## config.mk

```make
export PLATFORM = sky130hd
export DESIGN_NAME = ilk_pipe_interlock
export DESIGN_NICKNAME = d
export VERILOG_FILES = /design/src/rtl/ilk_pkg.sv /design/src/rtl/ilk_raw_detect.sv /design/src/rtl/ilk_port_arb.sv /design/src/rtl/ilk_branch_squash.sv /design/src/rtl/ilk_ctl_prio.sv /design/src/rtl/ilk_pipe_interlock.sv
export SDC_FILE = /design/constraint.sdc
export NUM_CORES = 1
export LEC_CHECK = 0
export BUFFER_PORTS_ARGS = -buffer_cell sky130_fd_sc_hd__buf_2
export CAP_MARGIN = 40
export CORE_AREA = 3 3 40 42
export DETAILED_ROUTE_END_ITERATION = 12
export DIE_AREA = 0 0 43 45
export PLACE_DENSITY = 0.88
export SYNTH_ARGS = -nofsm -noshare
export SYNTH_HDL_FRONTEND = slang
export SYNTH_SLANG_ARGS = --single-unit
```

## constraint.sdc

```tcl
create_clock -name vclk -period 2.9
set_clock_uncertainty 0.15 [all_clocks]
set_input_delay 0.435 -clock vclk [all_inputs]
set_output_delay 0.435 -clock vclk [all_outputs]
set_load 0.01 [all_outputs]
```

## src/rtl/ilk_pkg.sv

```systemverilog
package ilk_pkg;

  // Pipeline register slots that a squash can clear, youngest first.
  localparam int unsigned SLOT_IFID  = 0;
  localparam int unsigned SLOT_IDEX  = 1;
  localparam int unsigned SLOT_EXMEM = 2;
  localparam int unsigned NUM_SLOTS  = 3;

  // Older stages that may still owe a register write to decode.
  localparam int unsigned NUM_PRODUCERS = 3;

  typedef enum logic [1:0] {
    CAUSE_NONE,
    CAUSE_RAW,
    CAUSE_PORT,
    CAUSE_REDIRECT
  } ilk_cause_e;

  // Single place where the ordering between the three reasons is decided.
  function automatic ilk_cause_e pick_cause(input logic redirect,
                                            input logic port_busy,
                                            input logic raw_hit);
    if (redirect)       return CAUSE_REDIRECT;
    else if (port_busy) return CAUSE_PORT;
    else if (raw_hit)   return CAUSE_RAW;
    else                return CAUSE_NONE;
  endfunction

endpackage

```

## src/rtl/ilk_raw_detect.sv

```systemverilog
module ilk_raw_detect #(
  parameter int unsigned REG_W    = 5,
  parameter int unsigned NUM_SRC  = 2,
  parameter int unsigned NUM_PROD = 3
) (
  input  logic                      clk,
  input  logic                      rst,
  input  logic                      cons_valid,
  input  logic [NUM_SRC*REG_W-1:0]  src_addr,
  input  logic [NUM_SRC-1:0]        src_en,
  input  logic [NUM_PROD*REG_W-1:0] prod_rd,
  input  logic [NUM_PROD-1:0]       prod_valid,
  input  logic [NUM_PROD-1:0]       prod_we,
  output logic                      raw_hit
);

  localparam int unsigned NUM_PAIRS = NUM_SRC * NUM_PROD;

  logic [NUM_PAIRS-1:0] pair_hit;
  logic [NUM_SRC-1:0]   src_live;
  logic [NUM_PROD-1:0]  prod_live;

  // A producer counts only if it is real and will write back.
  for (genvar p = 0; p < NUM_PROD; p++) begin : g_prod
    assign prod_live[p] = prod_valid[p] & prod_we[p];
  end

  // A source counts only if it is read and is not the zero register.
  for (genvar s = 0; s < NUM_SRC; s++) begin : g_src
    logic [REG_W-1:0] addr_s;
    assign addr_s      = src_addr[s*REG_W +: REG_W];
    assign src_live[s] = cons_valid & src_en[s] & (addr_s != '0);
    for (genvar p = 0; p < NUM_PROD; p++) begin : g_pair
      assign pair_hit[s*NUM_PROD+p] = src_live[s] & prod_live[p] &
                                      (prod_rd[p*REG_W +: REG_W] == addr_s);
    end
  end

  assign raw_hit = |pair_hit;

  AST_ZERO_SRC_NO_STALL: assert property (@(posedge clk) disable iff (rst)
    (src_addr == '0) |-> !raw_hit);

  AST_NO_WRITER_NO_STALL: assert property (@(posedge clk) disable iff (rst)
    ((prod_valid & prod_we) == '0) |-> !raw_hit);

  AST_IDLE_CONSUMER_NO_STALL: assert property (@(posedge clk) disable iff (rst)
    (!cons_valid || src_en == '0) |-> !raw_hit);

endmodule

```

## src/rtl/ilk_port_arb.sv

```systemverilog
module ilk_port_arb (
  input  logic mem_valid,
  input  logic mem_access,
  output logic port_busy
);

  // The data side owns the single port whenever a real load or store sits
  // in the memory stage; fetch gets it in every other cycle.
  assign port_busy = mem_valid & mem_access;

endmodule

```

## src/rtl/ilk_branch_squash.sv

```systemverilog
module ilk_branch_squash
  import ilk_pkg::*;
#(
  parameter bit EARLY = 1'b0
) (
  input  logic                 clk,
  input  logic                 rst,
  input  logic                 id_taken,
  input  logic                 id_raw,
  input  logic                 mem_taken,
  output logic                 redirect,
  output logic [NUM_SLOTS-1:0] kill_mask
);

  // Late resolution leaves three younger slots on the wrong path;
  // resolution in decode leaves only the slot just fetched.
  localparam int unsigned SQUASH_SLOTS = EARLY ? 1 : NUM_SLOTS;

  logic early_fire;
  logic late_fire;

  // An early branch must read clean operands before it may resolve.
  assign early_fire = id_taken & ~id_raw;
  assign late_fire  = mem_taken;
  assign redirect   = EARLY ? early_fire : late_fire;

  for (genvar s = 0; s < NUM_SLOTS; s++) begin : g_slot
    if (s < SQUASH_SLOTS) begin : g_kill
      assign kill_mask[s] = redirect;
    end else begin : g_keep
      assign kill_mask[s] = 1'b0;
    end
  end

  AST_EARLY_WAITS_FOR_OPERANDS: assert property (@(posedge clk) disable iff (rst)
    (EARLY && id_raw) |-> !redirect);

  AST_SQUASH_FROM_YOUNGEST: assert property (@(posedge clk) disable iff (rst)
    kill_mask[SLOT_EXMEM] |-> (kill_mask[SLOT_IDEX] && kill_mask[SLOT_IFID]));

endmodule

```

## src/rtl/ilk_ctl_prio.sv

```systemverilog
module ilk_ctl_prio
  import ilk_pkg::*;
(
  input  logic                 clk,
  input  logic                 rst,
  input  logic                 redirect,
  input  logic [NUM_SLOTS-1:0] kill_mask,
  input  logic                 port_busy,
  input  logic                 raw_hit,
  output logic                 fetch_en,
  output logic                 pc_hold,
  output logic                 pc_redirect,
  output logic                 ifid_hold,
  output logic                 ifid_kill,
  output logic                 idex_kill,
  output logic                 exmem_kill
);

  logic       raw_live;
  ilk_cause_e cause;

  // A decode instruction about to be squashed must not hold anything up.
  assign raw_live = raw_hit & ~kill_mask[SLOT_IDEX];
  assign cause    = pick_cause(redirect, port_busy, raw_live);

  always_comb begin
    fetch_en    = 1'b0;
    pc_hold     = 1'b0;
    pc_redirect = 1'b0;
    ifid_hold   = 1'b0;
    ifid_kill   = 1'b0;
    idex_kill   = 1'b0;
    exmem_kill  = 1'b0;
    if (rst) begin
      ifid_kill  = 1'b1;
      idex_kill  = 1'b1;
      exmem_kill = 1'b1;
    end else begin
      unique case (cause)
        CAUSE_REDIRECT: begin
          pc_redirect = 1'b1;
          ifid_kill   = kill_mask[SLOT_IFID];
          idex_kill   = kill_mask[SLOT_IDEX];
          exmem_kill  = kill_mask[SLOT_EXMEM];
        end
        CAUSE_PORT: begin
          pc_hold = 1'b1;
          if (raw_live) begin
            ifid_hold = 1'b1;
            idex_kill = 1'b1;
          end else begin
            ifid_kill = 1'b1;
          end
        end
        CAUSE_RAW: begin
          pc_hold   = 1'b1;
          ifid_hold = 1'b1;
          idex_kill = 1'b1;
        end
        default: begin
          fetch_en = 1'b1;
        end
      endcase
    end
  end

  AST_RESET_EMPTIES_PIPE: assert property (@(posedge clk)
    rst |-> (ifid_kill && idex_kill && exmem_kill && !fetch_en && !pc_hold));

  AST_REDIRECT_BEATS_HOLD: assert property (@(posedge clk) disable iff (rst)
    pc_redirect |-> (!pc_hold && !ifid_hold));

  AST_DECODE_HOLD_NEEDS_PC_HOLD: assert property (@(posedge clk) disable iff (rst)
    ifid_hold |-> (pc_hold && idex_kill && !ifid_kill));

  AST_FETCH_ONLY_WHEN_FREE: assert property (@(posedge clk) disable iff (rst)
    fetch_en |-> (!pc_hold && !pc_redirect && !ifid_kill && !idex_kill));

endmodule

```

## src/rtl/ilk_pipe_interlock.sv

```systemverilog
module ilk_pipe_interlock
  import ilk_pkg::*;
#(
  parameter int unsigned REG_W        = 5,
  parameter bit          EARLY_BRANCH = 1'b0
) (
  input  logic             clk,
  input  logic             rst,
  input  logic             id_valid,
  input  logic [REG_W-1:0] id_rs1,
  input  logic             id_rs1_en,
  input  logic [REG_W-1:0] id_rs2,
  input  logic             id_rs2_en,
  input  logic             id_is_branch,
  input  logic             id_br_taken,
  input  logic             ex_valid,
  input  logic [REG_W-1:0] ex_rd,
  input  logic             ex_we,
  input  logic             mem_valid,
  input  logic [REG_W-1:0] mem_rd,
  input  logic             mem_we,
  input  logic             mem_access,
  input  logic             mem_is_branch,
  input  logic             mem_br_taken,
  input  logic             wb_valid,
  input  logic [REG_W-1:0] wb_rd,
  input  logic             wb_we,
  output logic             fetch_en,
  output logic             pc_hold,
  output logic             pc_redirect,
  output logic             ifid_hold,
  output logic             ifid_kill,
  output logic             idex_kill,
  output logic             exmem_kill
);

  localparam int unsigned NUM_SRC = 2;

  logic [NUM_SRC*REG_W-1:0]       src_addr;
  logic [NUM_SRC-1:0]             src_en;
  logic [NUM_PRODUCERS*REG_W-1:0] prod_rd;
  logic [NUM_PRODUCERS-1:0]       prod_valid;
  logic [NUM_PRODUCERS-1:0]       prod_we;
  logic                           raw_hit;
  logic                           port_busy;
  logic                           redirect;
  logic [NUM_SLOTS-1:0]           kill_mask;
  logic                           id_taken;
  logic                           mem_taken;

  assign src_addr   = {id_rs2, id_rs1};
  assign src_en     = {id_rs2_en, id_rs1_en};
  assign prod_rd    = {wb_rd, mem_rd, ex_rd};
  assign prod_valid = {wb_valid, mem_valid, ex_valid};
  assign prod_we    = {wb_we, mem_we, ex_we};
  assign id_taken   = id_valid & id_is_branch & id_br_taken;
  assign mem_taken  = mem_valid & mem_is_branch & mem_br_taken;

  ilk_raw_detect #(
    .REG_W   (REG_W),
    .NUM_SRC (NUM_SRC),
    .NUM_PROD(NUM_PRODUCERS)
  ) u_raw (
    .clk       (clk),
    .rst       (rst),
    .cons_valid(id_valid),
    .src_addr  (src_addr),
    .src_en    (src_en),
    .prod_rd   (prod_rd),
    .prod_valid(prod_valid),
    .prod_we   (prod_we),
    .raw_hit   (raw_hit)
  );

  ilk_port_arb u_port (
    .mem_valid (mem_valid),
    .mem_access(mem_access),
    .port_busy (port_busy)
  );

  ilk_branch_squash #(
    .EARLY(EARLY_BRANCH)
  ) u_branch (
    .clk      (clk),
    .rst      (rst),
    .id_taken (id_taken),
    .id_raw   (raw_hit),
    .mem_taken(mem_taken),
    .redirect (redirect),
    .kill_mask(kill_mask)
  );

  ilk_ctl_prio u_prio (
    .clk        (clk),
    .rst        (rst),
    .redirect   (redirect),
    .kill_mask  (kill_mask),
    .port_busy  (port_busy),
    .raw_hit    (raw_hit),
    .fetch_en   (fetch_en),
    .pc_hold    (pc_hold),
    .pc_redirect(pc_redirect),
    .ifid_hold  (ifid_hold),
    .ifid_kill  (ifid_kill),
    .idex_kill  (idex_kill),
    .exmem_kill (exmem_kill)
  );

  AST_PORT_BLOCKS_FETCH: assert property (@(posedge clk) disable iff (rst)
    (mem_valid && mem_access) |-> (!fetch_en && (pc_hold || pc_redirect)));

  AST_PORT_KEEPS_BACK_END: assert property (@(posedge clk) disable iff (rst)
    (mem_valid && mem_access && !pc_redirect) |-> !exmem_kill);

  AST_LATE_BRANCH_THREE_SLOTS: assert property (@(posedge clk) disable iff (rst)
    (!EARLY_BRANCH && mem_valid && mem_is_branch && mem_br_taken)
      |-> (pc_redirect && ifid_kill && idex_kill && exmem_kill));

  AST_EARLY_BRANCH_ONE_SLOT: assert property (@(posedge clk) disable iff (rst)
    (EARLY_BRANCH && pc_redirect) |-> (ifid_kill && !idex_kill && !exmem_kill));

  AST_UNTAKEN_NO_REDIRECT: assert property (@(posedge clk) disable iff (rst)
    (!(id_valid && id_is_branch && id_br_taken) &&
     !(mem_valid && mem_is_branch && mem_br_taken)) |-> !pc_redirect);

endmodule

```

==> flow_metrics.env, run 1 <==
export IMPL_synth_top_family_by_area="XOR/XNOR gates"
export IMPL_max_slew_worst_pin_slew_ns=0.293
export IMPL_multiplexer_share_of_the_synthesized_area=0
export IMPL_numPortBuffers=45
export IMPL_antenna_found_initial=0
export IMPL_p_sw_frac=0.513
export IMPL_routed_via_count=643
export IMPL_post_synth_and_or_nand_nor_area_fraction=0.315
export IMPL_arrival_ns=2.17
export IMPL_number_of_global_route_vias_before_repair=647
export IMPL_netlist_cell_type_count=19
export IMPL_critical_path_endpoint_type="output port"
export IMPL_finalCritPeriodShare=0.950
export IMPL_drcViolationCount=0
export IMPL_worstPathMaxFanout=4
export IMPL_ant_nets=0
export IMPL_min_delay_path_class="input pin to output port"
export IMPL_ys_warnings_count=0
export IMPL_initial_core_util=0.387
export IMPL_cap_viol_max_count=0
export IMPL_timing_worst_setup_path_type="input pin to output port"
export IMPL_yosys_area_share_adder=0.0504
export IMPL_num_io_pins=48
export IMPL_p_sw_uw=52.5
export IMPL_timing_max_transition_violations_final=0
export IMPL_status="finished clean"
export IMPL_timing_critical_path_from_type="input pin"
export IMPL_die_height_um=45
export IMPL_leakage_uw=0.000361
export IMPL_fin_tns_setup_ns=0
export IMPL_yosys_area_share_xor_xnor=0.529
export IMPL_globalRouteOverflowTotal=0
export IMPL_viasPerCell=5.10
export IMPL_drt_first_pass_iters=2
export IMPL_finalSetupViolCount=0
export IMPL_detail_route_iter0_violations=3
export IMPL_n_sequential_cell=0
export IMPL_ratio_of_cells_with_drive_above_1_in_the_final_layout=0.432
export IMPL_drt_total_wl_um=1500
export IMPL_dieArea_um2=1940
export IMPL_power_per_cell_area_nw_per_um2=136
export IMPL_dp_hpwl_um=1380
export IMPL_required_ns=2.32
export IMPL_timing_slew_headroom=0.803
export IMPL_seqPwrFrac=0
export IMPL_fin_nets=156
export IMPL_mostFrequentLayoutCells="sky130_fd_sc_hd__buf_2, sky130_fd_sc_hd__xor2_1, sky130_fd_sc_hd__xnor2_1, sky130_fd_sc_hd__nand4_1, sky130_fd_sc_hd__nor4_1"
export IMPL_power_share_combinational=1.000
export IMPL_post_cts_gate_resize_count=0
export IMPL_power_internal_uw=50.0
export IMPL_synth_net_count=109
export IMPL_clock_power_share=0
export IMPL_detailedPlace_worstSlack_ns=0.0682
export IMPL_clock_buffer_count=0
export IMPL_final_hold_worst_slack_ns=1.00
export IMPL_register_area_um2=0
export IMPL_yosysSeqAreaShare=0
export IMPL_grt_pass1_wl_um=2490
export IMPL_complex_gate_fraction_of_the_synthesized_area=0.0907
export IMPL_wl_per_cell_um=11.9
export IMPL_cts_setup_buffers=0
export IMPL_power_total_uw=102
export IMPL_avgSynthCellArea_um2=7.53
export IMPL_syn_instance_count=66
export IMPL_area_delta_synth_final_pct=51.6
export IMPL_power_ir_vdd_worst_mv=0.0797
export IMPL_grt_max_degree=7
export IMPL_groute_usage_overall=0.160
export IMPL_timing_final_ws_setup_ns=0.144
export IMPL_floorplan_core_area_um2=1280
export IMPL_max_freq_mhz=363
export IMPL_fillerInstances=121
export IMPL_antenna_diode_count=0
export IMPL_synth_cell_area_um2=497
export IMPL_layout_cells_most_common="sky130_fd_sc_hd__buf_2"
export IMPL_timing_final_hold_violations=0
export IMPL_core_rowCount=13
export IMPL_period_minus_slack_ns=2.76
export IMPL_rsz0062_at_grt="false"
export IMPL_fp_dieW_um=43
export IMPL_gp_routability_congestion=0.929
export IMPL_ctsHoldBuffers=0
[stage by stage]
| stage | instance area, um^2 | instances | util |
|---|---|---|---|
| floorplan | 497 | 66 | - |
| CTS | 741 | 126 | 0.576 |
| detailed placement | 741 | 126 | 0.576 |
| global placement | 741 | 126 | 0.576 |
| finish | 753 | 126 | 0.586 |
| global route | 753 | 126 | 0.586 |
[logic make-up after synthesis]
group / after synthesis
adders and majority gates: 2
AOI/OAI and AO/OA: 6
xor gates and xnor gates: 30
and+or+nand+nor: 26
buffers and inverters: 2
[path summary, 6_finish.rpt]
path	start	to	slack, ns	depth (start not counted)
worst max-delay path	id_rs1[3]	pc_hold	0.14	10
worst min-delay path	rst	pc_hold	1.00	3
[synth_stat cells]
master | count | share of area
sky130_fd_sc_hd__xor2_1 | 24 | 0.42
sky130_fd_sc_hd__o21a_1 | 1 | 0.015
sky130_fd_sc_hd__nand2_1 | 1 | 0.0075
sky130_fd_sc_hd__o21ai_1 | 1 | 0.010
sky130_fd_sc_hd__nor4_1 | 6 | 0.076
sky130_fd_sc_hd__nor2b_1 | 2 | 0.025
sky130_fd_sc_hd__ha_1 | 2 | 0.050
sky130_fd_sc_hd__o22ai_2 | 1 | 0.025
sky130_fd_sc_hd__a21oi_1 | 1 | 0.010
sky130_fd_sc_hd__or2_1 | 1 | 0.013
sky130_fd_sc_hd__and2_1 | 2 | 0.025
sky130_fd_sc_hd__or4_1 | 2 | 0.030
sky130_fd_sc_hd__xnor2_1 | 6 | 0.11
sky130_fd_sc_hd__nand3_1 | 1 | 0.010
sky130_fd_sc_hd__o211ai_1 | 2 | 0.030
sky130_fd_sc_hd__nor2_1 | 2 | 0.015
sky130_fd_sc_hd__nand4_1 | 6 | 0.076
sky130_fd_sc_hd__and3_1 | 3 | 0.038
sky130_fd_sc_hd__inv_1 | 2 | 0.015
[cell type report]
type	instances	area, um^2	area share
well taps	15	18.8	0.0249
repair buffers	45	225	0.299
multi-input cells	64	502	0.666
inverters	2	7.51	0.00997
[power by group through the flow]
stage	combinational (uW)	clock, uW	sequential [uW]
global route	113	0	0
detailed placement	100	0	0
CTS	100	0	0
global placement	96.9	0	0
finish	102	0	0
floorplan	45.8	0	0
[worst max-delay path, stage by stage]
cell and delay, ns:
sky130_fd_sc_hd__buf_2 0.13, sky130_fd_sc_hd__xor2_1 0.15, sky130_fd_sc_hd__nor4_1 0.33, sky130_fd_sc_hd__nand4_1 0.12, sky130_fd_sc_hd__and3_1 0.20, sky130_fd_sc_hd__o22ai_2 0.18
sky130_fd_sc_hd__a21oi_1 0.12, sky130_fd_sc_hd__ha_1 0.30, sky130_fd_sc_hd__nor2_1 0.07, sky130_fd_sc_hd__buf_2 0.13
[routing by layer]
| layer | global-route usage | wire [um] |
|---|---|---|
| met1 | 0.190 | 605 |
| met2 | 0.317 | 725 |
| met3 | 0.0199 | 167 |
| met4 | 0.0120 | 0 |
| met5 | 0 | 0 |
(Power assumes the default switching activity.)
==> run 2: changes to the inputs <==
Settings changed: CORE_AREA 3 3 40 42 to 3 3 43 45, DIE_AREA 0 0 43 45 to 0 0 46 48, PLACE_DENSITY 0.88 to 0.78.
==> run 2 against run 1 <==
Worst setup slack gained 0.037 ns. Via count grew 0.47%. Utilization down 8.5 points. Critical endpoint is now ifid_kill. Non-clock buffer count is 1 higher. Combinational power is essentially flat. Largest power group unchanged. Final cell count rose by 1.6%. Highest routed layer unchanged.
==> flow_metrics.env, run 2 (synthesized netlist as in run 1, its figures left out) <==
export IMPL_register_area_um2=0
export IMPL_ant_nets=0
export IMPL_period_minus_slack_ns=2.72
export IMPL_critical_path_endpoint_type="output port"
export IMPL_die_height_um=48
export IMPL_cp_num_cells=9
export IMPL_drt_first_pass_iters=4
export IMPL_wl_per_cell_um=12.9
export IMPL_power_share_combinational=1.000
export IMPL_power_ir_vdd_worst_mv=0.0585
export IMPL_required_ns=2.32
export IMPL_fp_dieW_um=46
export IMPL_fillerInstances=157
export IMPL_slowest_delay_ns=0.52
export IMPL_timing_critical_path_max_delay_family="compound AO/OA/AOI/OAI gates"
export IMPL_max_slew_worst_pin_slew_ns=0.282
export IMPL_critical_path_buf_inv_count=2
export IMPL_num_io_pins=48
export IMPL_leakage_uw=0.000366
export IMPL_status="finished clean"
export IMPL_cp_common_cell="sky130_fd_sc_hd__buf_2"
export IMPL_routed_via_count=646
export IMPL_timing_critical_path_cells="buf_2, or4_1, o211ai_1, o22ai_2, a21oi_1, ha_1, nand3_1, o21ai_1, buf_2"
export IMPL_area_delta_synth_final_pct=52.1
export IMPL_p_sw_frac=0.514
export IMPL_groute_usage_overall=0.141
export IMPL_min_delay_path_class="input pin to output port"
export IMPL_rsz0062_at_grt="false"
export IMPL_n_sequential_cell=0
export IMPL_drcViolationCount=0
export IMPL_viasPerCell=5.05
export IMPL_floorplan_core_area_um2=1510
export IMPL_dp_hpwl_um=1430
export IMPL_antenna_diode_count=0
export IMPL_layout_cells_most_common="sky130_fd_sc_hd__buf_2"
export IMPL_clock_buffer_count=0
export IMPL_drt_total_wl_um=1650
export IMPL_ratio_of_cells_with_drive_above_1_in_the_final_layout=0.429
export IMPL_grt_pass1_wl_um=2370
export IMPL_utilization=0.502
export IMPL_post_dp_cell_area_um2=742
export IMPL_ctsHoldBuffers=0
export IMPL_detail_route_iter0_violations=4
export IMPL_final_hold_worst_slack_ns=1.00
export IMPL_worstPathMaxFanout=4
export IMPL_timing_max_transition_violations_final=0
export IMPL_fin_nets=157
export IMPL_cpMaxStageDelayCell="sky130_fd_sc_hd__or4_1"
export IMPL_fin_tns_setup_ns=0
export IMPL_p_sw_uw=52.8
export IMPL_timing_final_hold_violations=0
export IMPL_timing_slew_headroom=0.811
export IMPL_timing_critical_path_from_type="input pin"
export IMPL_finalSetupViolCount=0
export IMPL_number_of_global_route_vias_before_repair=563
export IMPL_mostFrequentLayoutCells="sky130_fd_sc_hd__buf_2, sky130_fd_sc_hd__xor2_1, sky130_fd_sc_hd__xnor2_1, sky130_fd_sc_hd__nand4_1, sky130_fd_sc_hd__nor4_1"
export IMPL_min_delay_path_depth=3
export IMPL_power_internal_uw=49.9
export IMPL_layout_cell_area_non_filler_um2=756
export IMPL_clock_power_share=0
export IMPL_dieArea_um2=2210
export IMPL_globalRouteOverflowTotal=0
export IMPL_power_per_cell_area_nw_per_um2=136
export IMPL_seqPwrFrac=0
export IMPL_area_of_the_multi_input_gates_um2=495
export IMPL_grt_max_degree=7
export IMPL_arrival_ns=2.13
export IMPL_max_freq_mhz=368
export IMPL_core_rowCount=14
export IMPL_gp_routability_congestion=0.821
export IMPL_cap_viol_max_count=0
export IMPL_numPortBuffers=45
export IMPL_initial_core_util=0.330
export IMPL_timing_worst_setup_path_type="input pin to output port"
export IMPL_finalCritPeriodShare=0.937
export IMPL_antenna_found_initial=0
## run 2: cell types whose count changed in the layout (fill, tap and decap cells not counted), sizes merged
cell,change
buf,+1
## run 2: final cells by class
class / count / share of cell area
Multi-Input combinational cell: 64 / 0.656
Inverter: 2 / 0.00993
Tap cell: 16 / 0.0265
Timing Repair Buffer: 46 / 0.308
## run 2: metrics by stage
stage / setup slack (ns) / std cells / total power [uW]
3_5_place_dp: 0.0879 / 127 / 100
5_1_grt: 0.0338 / 128 / 113
3_3_place_gp: 0.125 / 127 / 97.7
6_report: 0.182 / 128 / 103
2_1_floorplan: 0.448 / 66 / 45.8
4_1_cts: 0.0811 / 127 / 101
## run 2: path summary, 6_finish.rpt
check | startpoint | endpoint | slack (ns)
max | id_rs1[0] | ifid_kill | 0.18
min | rst | pc_hold | 1.00
## run 2: power by group through the flow
| stage | logic [uW] | clock network (uW) | registers (uW) |
|---|---|---|---|
| after detailed placement | 100 | 0 | 0 |
| after global placement | 97.7 | 0 | 0 |
| after global routing | 113 | 0 | 0 |
| after CTS | 101 | 0 | 0 |
| final | 103 | 0 | 0 |
| after floorplan | 45.8 | 0 | 0 |
## run 2: what timing repair did
action,in CTS,in global routing
setup endpoints to repair,0,2
gates resized for setup,0,1
setup buffers,0,1
## run 2: per-layer routing
layer	GRT usage	up-vias	routed length (um)
met5	0	-	0
met4	0	0	0
met3	0	0	116
li1	-	330	-
met2	0.250	28	822
met1	0.202	288	712
==> run 3: changes to the inputs <==
Settings changed: CORE_AREA 3 3 43 45 to 2 2 42 44, DIE_AREA 0 0 46 48 to 0 0 44 46, SKIP_LAST_GASP from default to 1.
==> run 3 against run 2 <==
Via count decreased by 0.77%. Sequential share of layout area unchanged. Count of clock-buffer cells in the layout unchanged. Final cell count unchanged. Global-route usage increased by 1.1 points. First-iteration DRC count decreased by 25%. Die area decreased by 8.3%. Non-clock buffer count decreased by 1. Largest power group unchanged.
==> flow_metrics.env, run 3 (synthesized netlist as in run 1, its figures left out) <==
export IMPL_power_per_cell_area_nw_per_um2=137
export IMPL_layout_cell_area_non_filler_um2=766
export IMPL_finalSetupViolCount=0
export IMPL_timing_critical_path_from_type="input pin"
export IMPL_worstHoldStart="rst"
export IMPL_power_ir_vdd_worst_mv=0.0496
export IMPL_drt_total_wl_um=1610
export IMPL_top_layer="met3"
export IMPL_period_minus_slack_ns=2.75
export IMPL_cts_setup_buffers=0
export IMPL_whs_endpoint="pc_hold"
export IMPL_cap_viol_max_count=0
export IMPL_detail_route_iter0_violations=3
export IMPL_grt_pass1_wl_um=2410
export IMPL_area_delta_synth_final_pct=54.2
export IMPL_max_freq_mhz=364
export IMPL_min_delay_path_depth=3
export IMPL_leakage_uw=0.000362
export IMPL_groute_usage_overall=0.151
export IMPL_max_slew_worst_pin_slew_ns=0.260
export IMPL_met1Wirelength_um=619
export IMPL_fin_tns_setup_ns=0
export IMPL_fin_nets=156
export IMPL_arrival_ns=2.16
export IMPL_required_ns=2.32
export IMPL_timing_worst_setup_path_type="input pin to output port"
export IMPL_grt_max_degree=7
export IMPL_routed_via_count=641
export IMPL_mostFrequentLayoutCells="sky130_fd_sc_hd__buf_2, sky130_fd_sc_hd__xor2_1, sky130_fd_sc_hd__xnor2_1, sky130_fd_sc_hd__nand4_1"
export IMPL_utilization=0.474
export IMPL_n_sequential_cell=0
export IMPL_dp_hpwl_um=1400
export IMPL_initial_core_util=0.308
export IMPL_post_dp_cell_area_um2=743
export IMPL_wl_per_cell_um=12.6
export IMPL_num_io_pins=48
export IMPL_status="finished clean"
export IMPL_timing_max_transition_violations_final=0
export IMPL_drcViolationCount=0
export IMPL_timing_slew_headroom=0.825
export IMPL_drt_first_pass_iters=4
export IMPL_detailedPlace_worstSlack_ns=0.101
export IMPL_fp_dieW_um=44
export IMPL_layout_cells_most_common="sky130_fd_sc_hd__buf_2"
export IMPL_timing_final_hold_violations=0
export IMPL_wl_met2_um=842
export IMPL_wl_met3_um=152
export IMPL_ratio_of_cells_with_drive_above_1_in_the_final_layout=0.450
export IMPL_worstPathMaxFanout=4
export IMPL_fillerInstances=176
export IMPL_finalCritPeriodShare=0.947
export IMPL_timing_critical_path_from="id_rs1[0]"
export IMPL_floorplan_core_area_um2=1610
export IMPL_antenna_found_initial=0
export IMPL_ctsHoldBuffers=0
export IMPL_clock_buffer_count=0
export IMPL_die_height_um=46
export IMPL_critical_path_endpoint_type="output port"
export IMPL_min_delay_path_class="input pin to output port"
export IMPL_dieArea_um2=2020
export IMPL_timing_final_ws_setup_ns=0.155
export IMPL_gp_routability_congestion=0.847
export IMPL_antenna_diode_count=0
export IMPL_number_of_global_route_vias_before_repair=608
export IMPL_viasPerCell=5.01
export IMPL_globalRouteOverflowTotal=0
export IMPL_rsz0062_at_grt="false"
export IMPL_ant_nets=0
export IMPL_register_area_um2=0
export IMPL_area_of_the_multi_input_gates_um2=512
export IMPL_numPortBuffers=45
export IMPL_core_rowCount=15
==> run 3: changes by cell type in the layout (fill, tap and decap cells not counted) <==
cell and change:
sky130_fd_sc_hd__nor4_2 +2, sky130_fd_sc_hd__a21oi_2 +1, sky130_fd_sc_hd__buf_4 -1, sky130_fd_sc_hd__nor4_1 -2
sky130_fd_sc_hd__a21oi_1 -1
==> run 3: critical path: stages <==
cell and delay (ns):
sky130_fd_sc_hd__buf_2 0.14, sky130_fd_sc_hd__xor2_1 0.17, sky130_fd_sc_hd__nor4_2 0.27, sky130_fd_sc_hd__nand4_1 0.13
sky130_fd_sc_hd__and3_1 0.19, sky130_fd_sc_hd__o22ai_2 0.23, sky130_fd_sc_hd__a21oi_2 0.10, sky130_fd_sc_hd__ha_1 0.30
sky130_fd_sc_hd__nor2_1 0.08, sky130_fd_sc_hd__buf_2 0.13
==> run 3: report_power, final <==
part / total (uW) / switching (uW) / internal [uW] / leakage (uW)
Sequential: 0 / 0 / 0 / 0
Combinational: 105 / 54.6 / 50.4 / 0.000362
Clock: 0 / 0 / 0 / 0
==> run 3: stage by stage <==
stage,total power (uW),hold slack [ns],cells
6_report,105,0.999,128
5_1_grt,115,1.01,128
4_1_cts,101,1.00,128
3_5_place_dp,99.9,0.999,128
3_3_place_gp,97.1,0.999,128
2_1_floorplan,45.8,0.766,66
==> run 3: layout make-up <==
type	count	share of cell area
Multi-Input combinational cell	64	0.668
Inverter	2	0.00980
Tap cell	17	0.0278
Timing Repair Buffer	45	0.294
==> run 3: repair_timing <==
| item | 4_1_cts | 5_1_grt |
|---|---|---|
| gates resized for setup | 0 | 4 |
| endpoints found under the setup margin | 0 | 3 |
| endpoints found under the hold margin | 0 | 0 |
==> run 3: how the worst max path moves through the flow <==
| stage | to | slack [ns] | depth (start not counted) |
|---|---|---|---|
| 2_1_floorplan | pc_hold | 0.45 | 8 |
| 3_3_place_gp | pc_hold | 0.15 | 10 |
| 3_5_place_dp | pc_hold | 0.10 | 10 |
| 4_1_cts | pc_hold | 0.1 | 10 |
| 5_1_grt | pc_hold | 0.03 | 10 |
| 6_report | pc_hold | 0.15 | 10 |
==> run 3: layer usage <==
| metal | up-vias | GRT usage |
|---|---|---|
| met5 | - | 0 |
| met4 | 0 | 0 |
| met3 | 0 | 0.0119 |
| met2 | 33 | 0.321 |
| met1 | 280 | 0.170 |
| li1 | 328 | - |
